**src/rtl/pwm_trig_out.sv**
```systemverilog
module pwm_trig_out (
  input  logic       clk,
  input  logic       rst_n,
  input  logic       ovf_i,
  input  logic       match_i,
  input  logic       auto_reload_i,
  input  logic       wr_en_i,
  input  logic       wr_run_i,
  input  logic [1:0] wr_trig_i,
  input  logic       wr_toggle_i,
  input  logic       wr_pol_i,
  input  logic       wr_gpo_i,
  output logic       pwm_o,
  output logic       gpo_o,
  output logic       run_o
);

  localparam logic [1:0] TRIG_OVF  = 2'b01;
  localparam logic [1:0] TRIG_BOTH = 2'b10;

  logic [1:0] trig_q, trig_n;
  logic       run_q, tog_q, pol_q, gpo_q, out_q;
  logic       run_n, tog_n, pol_n;
  logic       trig_on, evt, one_shot_stop;

  assign trig_n = wr_en_i ? wr_trig_i   : trig_q;
  assign tog_n  = wr_en_i ? wr_toggle_i : tog_q;
  assign pol_n  = wr_en_i ? wr_pol_i    : pol_q;

  assign one_shot_stop = run_q & ovf_i & ~auto_reload_i;
  assign run_n = wr_en_i ? wr_run_i : (one_shot_stop ? 1'b0 : run_q);

  assign trig_on = (trig_n == TRIG_OVF) || (trig_n == TRIG_BOTH);
  assign evt = run_q & trig_on & (ovf_i | (match_i & (trig_n == TRIG_BOTH)));

  always_ff @(posedge clk or negedge rst_n) begin
    if (!rst_n) begin
      trig_q <= 2'b00;
      run_q  <= 1'b0;
      tog_q  <= 1'b0;
      pol_q  <= 1'b0;
      gpo_q  <= 1'b0;
    end else begin
      trig_q <= trig_n;
      run_q  <= run_n;
      tog_q  <= tog_n;
      pol_q  <= pol_n;
      if (wr_en_i) gpo_q <= wr_gpo_i;
    end
  end

  always_ff @(posedge clk or negedge rst_n) begin
    if (!rst_n)                               out_q <= 1'b0;
    else if (wr_en_i && (!run_n || !trig_on)) out_q <= wr_pol_i;
    else if (!trig_on)                        out_q <= out_q;
    else if (evt)                             out_q <= tog_n ? ~out_q : ~pol_n;
    else if (!tog_n)                          out_q <= pol_n;
  end

  assign pwm_o = out_q;
  assign gpo_o = gpo_q;
  assign run_o = run_q;

endmodule


```
**config.mk**
```make
export PLATFORM = sky130hd
export DESIGN_NAME = pwm_trig_out
export DESIGN_NICKNAME = d
export VERILOG_FILES = /design/src/rtl/pwm_trig_out.sv
export SDC_FILE = /design/constraint.sdc
export NUM_CORES = 1
export LEC_CHECK = 0
export BUFFER_PORTS_ARGS = -buffer_cell sky130_fd_sc_hd__buf_2
export CORE_AREA = 2 2 39 41
export CTS_CLUSTER_DIAMETER = 30
export DETAILED_ROUTE_END_ITERATION = 7
export DIE_AREA = 0 0 41 43
export PLACE_DENSITY = 0.46
export RECOVER_POWER = 25
export SYNTH_ARGS = -nofsm -noshare
export SYNTH_HDL_FRONTEND = slang
export SYNTH_SLANG_ARGS = --single-unit
```
**constraint.sdc**
```tcl
create_clock -name clk -period 1.9 [get_ports clk]
set_input_delay 0.38 -clock clk [delete_from_list [all_inputs] [get_ports clk]]
set_output_delay 0.38 -clock clk [all_outputs]
set_load 0.01 [all_outputs]
```
## Yosys cells after proc, flatten, opt, wreduce, memory -nomap -nowiden

Index checks and enable logic that the tools add are counted.

- Bits in registers: 7
- Output and inout port bits: 3
- Logic and storage cells: 35

- Eq/ne operators: 3
- Mux-type cells: 10
- Bitwise operators: 9
- Reductions and logical operators: 7

Operators by type and width:

| operator | number |
|---|---|
| $mux 1 | 9 |
| $and 1x1->1 | 5 |
| $ne 3x1->1 const B | 1 |
| $not 1->1 | 3 |
| $eq 2x1->1 const B | 1 |
| $eq 2x2->1 const B | 1 |
| $logic_not 1->1 | 2 |
| $logic_or 1x1->1 | 2 |
| $mux 2 | 1 |
| $reduce_and 2->1 | 1 |
| $reduce_bool 2->1 | 1 |
| $logic_and 1x1->1 | 1 |
| $or 1x1->1 | 1 |

## Logic depth before layout (Yosys ltp)

- Word-level depth: 9
- Gate-level depth with buffers: 7

## Worst setup path after synthesis

Ideal clock, no wire load.

- Kind: input to register
- From: in wr_en_i
- To: reg out_q (netlist: pwm_o)
- Setup time: 0.128 ns
- Arrival time: 1.682 ns
- Required time: 1.772 ns
- Path slack: 0.090 ns
- Cell stages on the path: 6
- Path buffers: 1
- Cells stage by stage: buf_6 -> mux2_2 -> ha_1 -> or3_1 -> a21oi_1 -> o31ai_1

- Longest elaborated chain between the ends: 8

RTL lines:

| what | RTL line | RTL |
|---|---|---|
| start: declaration | 7 | `input logic wr_en_i,` |
| $mux 2 (*) | 26 | `assign trig_n = wr_en_i ? wr_trig_i : trig_q;` |
| via trig_n[1] | 21 | `logic [1:0] trig_q, trig_n;` |
| $eq 2x2->1 or $eq 2x1->1 (tied branches) | 33, 34 |  |
| $and 1x1->1 or $logic_or 1x1->1 (tied branches) | 34, 33 |  |
| $or 1x1->1, or another cell as far along | 34 | `assign evt = run_q & trig_on & (ovf_i \| (match_i & (trig_n == TRIG_BOTH)));` |
| $and 1x1->1 or $logic_or 1x1->1 (tied branches) | 34, 54 |  |
| $mux 1 or $logic_and 1x1->1 (tied branches) | 56, 54 |  |
| $mux 1, or another cell as far along | 55 | `else if (!trig_on) out_q <= out_q;` |
| $mux 1 or $reduce_and 2->1 (tied branches) | - |  |
| end signal: assignment | 54 | `else if (wr_en_i && (!run_n \|\| !trig_on)) out_q <= wr_pol_i;` |
| end signal: assignment | 55 |  |
| end signal: assignment | 56 | `else if (evt) out_q <= tog_n ? ~out_q : ~pol_n;` |
| end: declaration | 22 | `logic run_q, tog_q, pol_q, gpo_q, out_q;` |

Mark *: on every way through the listed nets, which the timed path passes. The rest lies on a longest branch. The select of a mux whose other input is x is not followed.
A chain may end at the register's enable or synchronous reset.

## Worst setup path after layout

- From: reg trig_q[1]
- To: reg out_q (netlist: pwm_o)

- Longest elaborated chain between the ends: 8

RTL lines:

| what | RTL line | RTL |
|---|---|---|
| start: declaration | 21 |  |
| start signal: assignment | 44 | `trig_q <= trig_n;` |
| $mux 2 (*) | 26 |  |
| via trig_n[1] | 21 |  |
| $eq 2x2->1 or $eq 2x1->1 (tied branches) | 33, 34 |  |
| $and 1x1->1 or $logic_or 1x1->1 (tied branches) | 34, 33 |  |
| $or 1x1->1, or another cell as far along | 34 |  |
| $and 1x1->1 or $logic_or 1x1->1 (tied branches) | 34, 54 |  |
| $mux 1 or $logic_and 1x1->1 (tied branches) | 56, 54 |  |
| $mux 1, or another cell as far along | 55 |  |
| $mux 1 or $reduce_and 2->1 (tied branches) | - |  |

Marks and branches as above.

==> reports/qor.yml <==
rsz0062_at_grt: "no"
ctsResizeCount: 0
worstMarginPinSlew_ns: 0.3828
use_met2: 0.1094
wl_um: 659
use_met1: 0.1262
yosysSeqAreaShare: 0.5018
syn_area_um2: 349.1
io_pins: 15
drtIter0Drc: 1
regToRegStartpoint: "trig_q[1]"
layoutNonFillerInstCount: 67
grt_overflow_total: 0
drive_gt1_frac: 0.4510
synth_top_area_frac: 0.5018
relSlewSlack: 0.7448
synth-async-reset-ratio: 1.000
finalCriticalPeriod_ns: 1.664
ys_top_cells_by_area: "dfrtp_1, mux2_2, mux2i_1"
outcome: "finished, final reports clean"
fmax_ghz: 0.6008
final.setup_skew_ns: 0.001761
ir_worst_vdd_v: 0.0003299
wl_per_cell_um: 9.836
synth_common_cells: "dfrtp_1, inv_1, mux2_2"
crit_start: "trig_q[1]"
cp-end-kind: "register"
ctsHtreeMaxLevel: 1
synth.avg_cell_area_um2: 11.64
power_density_nw_per_um2: 828.0
final_nets: 65
min_from: "wr_pol_i"
dp_hpwl_um: 538.3
cts_tree: "done"
drv_slew: 0
design_area_um2: 485.5
crit_type: "reg -> reg"
drv_cap: 0
viasPerCell: 4.119
setup_violations: 0
final_antenna_net_count: 0
vias: 276
path_clk_slew_ns: 0.05
dpl_cell_area_um2: 450.4
cp_max_fo: 3
synth.distinct_cells: 16
worstHoldPathType: "in -> reg"
synthFlopType: "dfrtp_1"
cp-start-kind: "register"
grt_max_degree: 8
yosys_warnings: 0
die_area_um2: 1763
syn_nets: 43
rows: 14
grt_pass1_vias: 259
synth_edf_count: 0
grtUsageMet3: 0.04712
grt_first_pass_wirelength_um: 1007
busiest_layer: "met1"
n_antenna_cell: 0
drc: 0
antenna_found_initial: 0
gp_congestion: 0.5860
cts_made_buffers: 3
grt_usage: 0.09533
core_um2: 1384
yosysMostFrequentCell: "dfrtp_1"
cp_data_arrival_time_ns: 1.79
yosysTopAreaCell: "dfrtp_1"
insertion_delay_ns: 0.25
die_x_um: 41
r2r_slack_ns: 0.24
final_util: 0.3508
cts_root_buf: "clkbuf_4"
die_h_um: 43
leakage_nw: 0.2465
syn_to_final_growth_pct: 39.07
cp.required_ns: 2.02
synth.ff_latch_count: 7
hold_violations: 0
clockBufferDepth: 2
io_buffers: 14
initial_core_util: 0.2523
drtPass1Iterations: 2
fin_crit_sh: 0.8760
cts_sinks: 7
dp_cells: 62
postSynthCellCount: 30
cell families (layout without fill, tap and decap cells):
| logic type | after synthesis | after routing | synth area share |
|---|---|---|---|
| AOI/OAI and AO/OA | 7 | 7 | 0.1219 |
| DFF | 7 | 7 | 0.5018 |
| muxes | 6 | 6 | 0.1971 |
| buffers and inverters | 4 | 25 | 0.06451 |
| and+or+nand+nor | 5 | 5 | 0.07889 |
| adders and majority gates | 1 | 1 | 0.03584 |
where the power goes:
| part | total, mW | switching, mW | leakage, nW | internal (mW) |
|---|---|---|---|---|
| clock network | 0.133 | 0.0525 | 0.0150 | 0.0800 |
| logic | 0.0946 | 0.0423 | 0.149 | 0.0523 |
| registers | 0.175 | 0.00770 | 0.0827 | 0.167 |
| total | 0.402 | 0.103 | 0.247 | 0.299 |
timing repair:
action                    4_1_cts  5_1_grt
hold buffers                    1        0
hold endpoints to repair        7        0
setup buffers                   0        0
final timing paths:
path | endpoint | cells after the start
max in group asynchronous | pol_q | 2
hold / removal | pwm_o | 3
min in group asynchronous | trig_q[0] | 2
setup reg to reg | pwm_o | 5
hold reg to reg | trig_q[0] | 2
setup / recovery | pwm_o | 5
through the flow:
stage          hold slack [ns]  setup TNS [ns]  worst slack [ns]  power, mW
2_1_floorplan          0.08441               0           0.08976     0.2313
3_3_place_gp            0.2250        -0.03870          -0.03870     0.2721
3_5_place_dp            0.2226        -0.01606          -0.01606     0.2726
4_1_cts                 0.3549               0            0.2292     0.4135
5_1_grt                 0.3624               0           0.09560     0.4329
6_report                0.3624               0            0.2355     0.4020
layout by cell type, fill, tap and decap left out, drive strengths merged:
master       netlist  layout
a21boi             1       1
a21oi              2       2
buf                1      16
clkbuf             0       5
dfrtp              7       7
dlygate4sd3        0       1
ha                 1       1
inv                3       3
mux2               4       4
mux2i              2       2
nand2              2       2
nor2b              1       1
nor3b              1       1
o21ai              2       2
o21bai             1       1
o31ai              1       1
or3                1       1
worst max-delay path: stages (launching register included):
cell     delay, ns
dfrtp_1       0.36
mux2_2        0.27
ha_1          0.32
or3_1         0.37
a21oi_1       0.13
o31ai_1       0.09
routing by layer:
metal / wire length (µm) / vias up
met3: 54 / 0
met1: 337 / 122
met4: 0 / 0
li1: - / 144
met2: 267 / 10
met5: 0 / -
flip-flops by register name, indices dropped and copies added (netlist names):
register,flops
gpo_o,1
tog_q,1
pol_q,1
trig_q,2
pwm_o,1
run_o,1
area by class of cell:
class | count | area [µm²]
Clock buffer | 4 | 26.28
Fill cell | 159 | 898.4
Inverter | 3 | 11.26
Multi-Input combinational cell | 19 | 151.4
Sequential cell | 7 | 175.2
Tap cell | 16 | 20.02
Timing Repair Buffer | 18 | 101.3
(Power assumes the default switching activity.)
